==> src/rtl/cfg_cmd_regs.sv <==
module cfg_cmd_regs #(
  parameter int              ADDR_W       = 12,
  parameter int              VAR_W        = 12,
  parameter logic [VAR_W-1:0] PRESENT_ID  = 12'h190,
  parameter logic [31:0]     PWROFF_CODE  = 32'hC080_0000,
  parameter logic [31:0]     RESTART_CODE = 32'hC090_0000
) (
  input  logic              clk,
  input  logic              rst_n,
  input  logic [VAR_W-1:0]  variant_id,
  input  logic              wr_en,
  input  logic              rd_en,
  input  logic [ADDR_W-1:0] addr,
  input  logic [31:0]       wdata,
  output logic [31:0]       rdata,
  output logic              pwroff_req,
  output logic              restart_req
);

  localparam logic [ADDR_W-1:0] OFF_DATA = ADDR_W'(8'hA0);
  localparam logic [ADDR_W-1:0] OFF_CMD  = ADDR_W'(8'hA4);
  localparam logic [ADDR_W-1:0] OFF_STAT = ADDR_W'(8'hA8);
  localparam logic [31:0] DROP_MASK  = 32'h000C_0000;
  localparam logic [31:0] START_MASK = 32'h8000_0000;

  logic [31:0] data_q, cmd_q;
  logic [1:0]  stat_q;
  logic        pwroff_q, restart_q;

  wire         live     = (variant_id == PRESENT_ID);
  wire         wr_data  = wr_en && live && (addr == OFF_DATA);
  wire         wr_cmd   = wr_en && live && (addr == OFF_CMD);
  wire         wr_stat  = wr_en && live && (addr == OFF_STAT);
  wire  [31:0] cmd_word = wdata & ~DROP_MASK;
  wire         hit_off  = (cmd_word == PWROFF_CODE);
  wire         hit_rst  = (cmd_word == RESTART_CODE);

  always_ff @(posedge clk) begin
    if (!rst_n) begin
      data_q    <= '0;
      cmd_q     <= '0;
      stat_q    <= '0;
      pwroff_q  <= 1'b0;
      restart_q <= 1'b0;
    end else begin
      pwroff_q  <= wr_cmd && hit_off;
      restart_q <= wr_cmd && hit_rst;
      if (wr_data) data_q <= wdata;
      if (wr_cmd) begin
        cmd_q  <= cmd_word & ~START_MASK;
        stat_q <= {~(hit_off || hit_rst), 1'b1};
      end else if (wr_stat) begin
        stat_q <= wdata[1:0];
      end
    end
  end

  always_comb begin
    rdata = '0;
    if (rd_en && live) begin
      unique case (addr)
        OFF_DATA: rdata = data_q;
        OFF_CMD:  rdata = cmd_q;
        OFF_STAT: rdata = {30'd0, stat_q};
        default:  rdata = '0;
      endcase
    end
  end

  assign pwroff_req  = pwroff_q;
  assign restart_req = restart_q;

  a_r5_pwroff_cause: assert property (@(posedge clk) disable iff (!rst_n)
    pwroff_req |-> ($past(wr_en) && $past(addr) == OFF_CMD && $past(variant_id) == PRESENT_ID
                    && (($past(wdata) & ~DROP_MASK) == PWROFF_CODE)));

  a_r6_restart_cause: assert property (@(posedge clk) disable iff (!rst_n)
    restart_req |-> ($past(wr_en) && $past(addr) == OFF_CMD && $past(variant_id) == PRESENT_ID
                     && (($past(wdata) & ~DROP_MASK) == RESTART_CODE)));

  a_r7_one_request: assert property (@(posedge clk) disable iff (!rst_n)
    $onehot0({pwroff_req, restart_req}));

  a_r4_done_after_cmd: assert property (@(posedge clk) disable iff (!rst_n)
    (wr_en && live && addr == OFF_CMD) |=> stat_q[0]);

  a_r3_cmd_bits_clear: assert property (@(posedge clk) disable iff (!rst_n)
    (wr_en && live && addr == OFF_CMD) |=> (cmd_q[31] == 1'b0 && cmd_q[19:18] == 2'b00));

  a_r8_stat_low_bits: assert property (@(posedge clk) disable iff (!rst_n)
    (wr_en && live && addr == OFF_STAT) |=> (stat_q == $past(wdata[1:0])));

  a_r9_absent_reads_zero: assert property (@(posedge clk) disable iff (!rst_n)
    (variant_id != PRESENT_ID) |-> (rdata == 32'd0));

  a_r9_absent_no_change: assert property (@(posedge clk) disable iff (!rst_n)
    (variant_id != PRESENT_ID) |=> ($stable(data_q) && $stable(cmd_q) && $stable(stat_q)));

endmodule

==> config.mk <==
export PLATFORM = sky130hd
export DESIGN_NAME = cfg_cmd_regs
export DESIGN_NICKNAME = d
export VERILOG_FILES = /design/src/rtl/cfg_cmd_regs.sv
export SDC_FILE = /design/constraint.sdc
export NUM_CORES = 1
export LEC_CHECK = 0
export BUFFER_PORTS_ARGS = -buffer_cell sky130_fd_sc_hd__buf_4
export CAP_MARGIN = 25
export CORE_ASPECT_RATIO = 0.6
export CORE_MARGIN = 8
export CORE_UTILIZATION = 50
export CTS_BUF_LIST = sky130_fd_sc_hd__clkbuf_8
export DETAILED_ROUTE_END_ITERATION = 10
export GPL_TIMING_DRIVEN = 0
export PLACE_DENSITY = 0.89
export SKIP_LAST_GASP = 1
export SYNTH_ARGS = -nofsm -noshare
export SYNTH_HDL_FRONTEND = slang
export SYNTH_SLANG_ARGS = --single-unit
==> constraint.sdc <==
create_clock -name clk -period 2.5 [get_ports clk]
set_input_delay 0.375 -clock clk [delete_from_list [all_inputs] [get_ports clk]]
set_output_delay 0.375 -clock clk [all_outputs]
set_load 0.03 [all_outputs]
Word level (Yosys, flattened, before mapping)
Index checks and enable logic that the tools add are counted.
{ "totals": {"reg_bits": 65, "out_inout_bits": 34, "word_cells": 25, "inputBits": 60} }
{ "classes": {"eq_ne": 6, "n_reduce_logical": 9, "n_bitwise": 1, "muxes": 4} }
{ "op_table": {"columns": ["op", "count"], "rows": [
  ["case mux 32 bit (3 select lines)", 1],
  ["== test 30 bit (second input constant)", 2],
  ["== test 12 x 8 -> 1 bit (second input constant)", 3],
  ["2-to-1 mux 32 bit", 1],
  ["== test 12 x 9 -> 1 bit (second input constant)", 1],
  ["logical AND 1 bit", 7],
  ["2-to-1 mux 2 bit", 2],
  ["nonzero test 2 bit", 1],
  ["logical OR 1 bit", 1],
  ["NOT 1 bit", 1]
]} }

Logic depth before layout (Yosys ltp)
{ "depth": {"depth_word": 5, "mapped_depth": 8, "ltp_nobuf": 4} }

Worst setup path before layout
OpenSTA, ideal clock, no wires.
{ "synth_timing": {"kind": "in2out", "startpoint": "input port variant_id[9]", "endpoint": "output port rdata[19]", "n_path_buf": 1, "slack_ns": 0.004, "cell_stages": 4, "required_time_ns": 2.125, "arrival_ns": 2.121, "path_cell_list": "nor4b_4 > nand4b_1 > clkbuf_1 > nor4_1"} }
{ "synth_between": {"elab_chain_len": 3} }
{ "synth_lines": {"columns": ["item", "line", "source"], "rows": [
  ["start, declared", "10", "input logic [VAR_W-1:0] variant_id,"],
  ["== test 12 x 9 -> 1 bit", "30", "wire live = (variant_id == PRESENT_ID);"],
  ["logical AND 1 bit", "60", "if (rd_en && live) begin"],
  ["2-to-1 mux 32 bit", "60", null],
  ["end, declared", "15", "output logic [31:0] rdata,"]
]} }
Every way passes these cells.

Worst setup path after layout
{ "layout_timing": {"startpoint": "input port addr[8]", "endpoint": "output port rdata[21]"} }
{ "layout_between": {"elab_chain_len": 3, "elab_cells_between_ends": 5, "classes_between": "eq/ne (3); mux (2)"} }
{ "layout_lines": {"columns": ["item", "line", "source"], "rows": [
  ["start, declared", "13", "input logic [ADDR_W-1:0] addr,"],
  ["== test 12 x 8 -> 1 bit", "61", "unique case (addr)"],
  ["case mux 32 bit (3 select lines) (*)", "61", null],
  ["2-to-1 mux 32 bit (*)", "60", null]
]} }
Every way passes the cells marked *; elsewhere a longest branch is shown, timed or not.

==> metrics.txt <==
area grow syn2layout 31.5%; hold buffer count at CTS 0; most frequent CP cell buf_4; Cell Area, Synth ~3300 µm²; Mapped Cells 405; maximum clock insertion buffer count 2; core area 6220 µm²; filler instances between 500 and 600; GRT overflow 0; Max Cap Viol 0; Crit Path Category input pin to primary output; total iterations of the first detailed-routing run 5; DR WL/cell 19.2 µm; sequential area share after synthesis roughly 40%; leak pwr 0.00153 µW; WP data required 2.12 ns; Post CTS Setup Buffer Count 0; slowest stage delay, CP 0.40 ns; HPWL Detailed 8.27 mm; crit share post-route between 90% and 100%; Hold Crit Class input pin to register; CP max-delay cell nor4_4; initial antenna violation count 0; final-report hold violation count 0; Final TNS setup 0 ns; Die Width 120 µm; H-Tree Level Count 3; Storage cell area 1300 µm²; hold path endpoint data_q[18]; routed vias/inst 6.29; final max-slew violation count 0; clk_lat worst skew between 0.3 and 0.4 ns; clk slew on worst S/H paths 0.07 ns; io pins 94; share of cells above drive strength 1 26.8%; synthesized area per cell 8.07 µm²; peak supply drop 0.000328 V; hold_ws 0.277 ns; worst reg2reg path depth 2; Final min period 2.43 ns; dpl cells between 500 and 600; post-synth top area share 39.8%; total track usage 23.4%; first-pass GRT wire length 17.9 mm; DRT Wirelength 11.4 mm; worst r2r dst cmd_q[30]; Die Area 9470 µm²; CP Launch Type input pin; Starting Density approximately 53%; critical path's top delay family buffers and inverters; TritonCTS clock tree built; nets@finish 567; post-CTS sizing 0; final setup vio count 0; Worst Skew 0 ns; vias post-DR 3751; syn nets between 400 and 500; row count 22; Rel. slew slack 59.4%; crit-path max FO 10; Reg2Reg Setup Slack 1.77 ns; RSZ-0062 raised after global routing false; Buf/Inv on CP 5; crit path DAT 2.06 ns; TritonCTS sink count 65; pin count of the biggest net entering global routing 12; die height about 79 µm; post-synth top area cell dfxtp_1; Worst R2R Start cmd_q[30]; worst-path cell chain buf_4 > nor4_4 > and4_1 > buf_2 > buf_6 > buf_4 > a22oi_1 > nor2_1 > buf_4; pwr dens 516 nW/µm²; 1st-iter DRT viols 475; Non-Filler Instances 596; number of diodes 0; Slew @ Worst Pin 0.609 ns; drt drc 0; crit end category primary output; area taken by multi-input logic gates 1730 µm²; Root Driver clkbuf_8; Antenna Nets Post-Route 0; Yosys Warn Count 0; Unique masters post-synth 36; min-delay src wdata[18]; post-synthesis register bit count 65; worst setup path startpoint addr[8]; vias in the first global route 3568; Final GP Congestion 0.896; Worst Hold Depth 3; Peak Freq 0.411 GHz; outcome complete, no violations; CTS buffer count 9; # port buffers 91; ranking of synthesized cells by area dfxtp_1 (40%), o21ai_0 (8.7%), nand4_1 (6.3%), a22oi_1 (6.2%), nand3_1 (4.4%)
## synthesized netlist by cell type
cell type and n:
mux2i_1 6, or2_2 1, and4_1 5, a21oi_1 3, a22oi_1 27, nand4_1 33
xor2_1 1, nand2_1 37, nand4b_1 2, o211ai_1 3, inv_1 3, a21boi_0 16
nor4b_1 3, buf_4 7, buf_2 13, nor3_4 1, nor2b_1 1, nand3_1 29
clkbuf_2 1, nor2_1 34, and4b_1 1, nor4bb_1 1, nor4_4 1, and4bb_2 2
o21ai_0 57, nand3_2 1, nor4_1 9, clkbuf_1 20, nor3b_1 1, nor3_1 3
or4_1 1, buf_6 2, dfxtp_1 65, nor4b_4 1, a21boi_1 13, buf_1 1
## report_power, final
group / switching, µW / internal [µW]
clock network: 412 / 612
logic: 79.2 / 79.7
registers: 0.0000242 / 1030
total: 491 / 1730
## metrics by stage
stage	power [µW]	setup WS, ns	area, µm²	util (%)
floorplan	1100	0.00444	3270	-
global placement	1210	0.0764	4060	65.2
detailed placement	1210	0.0542	4060	65.2
CTS	2220	0.0504	4290	68.9
global route	2270	0.00420	4300	69.1
finish	2220	0.0694	4300	69.1
## kinds of logic (layout without fill, tap and decap cells)
family	count (synthesis)	in the layout	synth area share, %
mux	6	6	1.84
buf+inv	47	154	7.19
compound gates	119	119	22.7
flops	65	65	39.8
simple gates	167	167	28.2
xor+xnor	1	1	0.268
## registers in the layout, summed over array words and instances, names as in the netlist
register	cells
pwroff_req	1
stat_q	2
restart_req	1
data_q	32
cmd_q	29
## worst max-delay path by stage
stage,to,cells after the start
CTS,rdata[21],8
floorplan,rdata[19],4
global placement,rdata[2],8
detailed placement,rdata[21],8
finish,rdata[21],9
global route,rdata[22],9
## worst reg2reg max path: cells and delay by family (launching register included)
kind	cells	cell delay, ns
flops	1	0.34
compound gates	2	0.32
## cell type report
| type | instances | area share [%] |
|---|---|---|
| sequential | 65 | 30.3 |
| tap | 84 | 2.44 |
| inverter | 3 | 0.262 |
| buffer | 44 | 5.50 |
| timing repair buffer | 91 | 15.9 |
| clock inverter | 5 | 1.83 |
| multi-input combinational | 293 | 40.3 |
| clock buffer | 11 | 3.52 |
## layout by cell type (no fill, tap or decap), drive strengths merged, types with 3 or more instances in the layout
cell type | Yosys | routed
buf | 23 | 114
dfxtp | 65 | 65
o21ai | 57 | 57
nand2 | 37 | 37
nor2 | 34 | 34
nand4 | 33 | 33
clkbuf | 21 | 32
nand3 | 30 | 30
a21boi | 29 | 29
a22oi | 27 | 27
nor4 | 10 | 10
mux2i | 6 | 6
and4 | 5 | 5
inv | 3 | 4
nor4b | 4 | 4
nor3 | 4 | 4
a21oi | 3 | 3
o211ai | 3 | 3
## metal layers
layer	vias up	track usage (%)	share of wire, %
met4	0	7.19	1.8
met1	1752	29.3	39
met5	-	0	0
li1	1697	-	-
met3	26	7.93	14
met2	276	37.2	46
No activity file was read; power rests on OpenSTA's default activity.
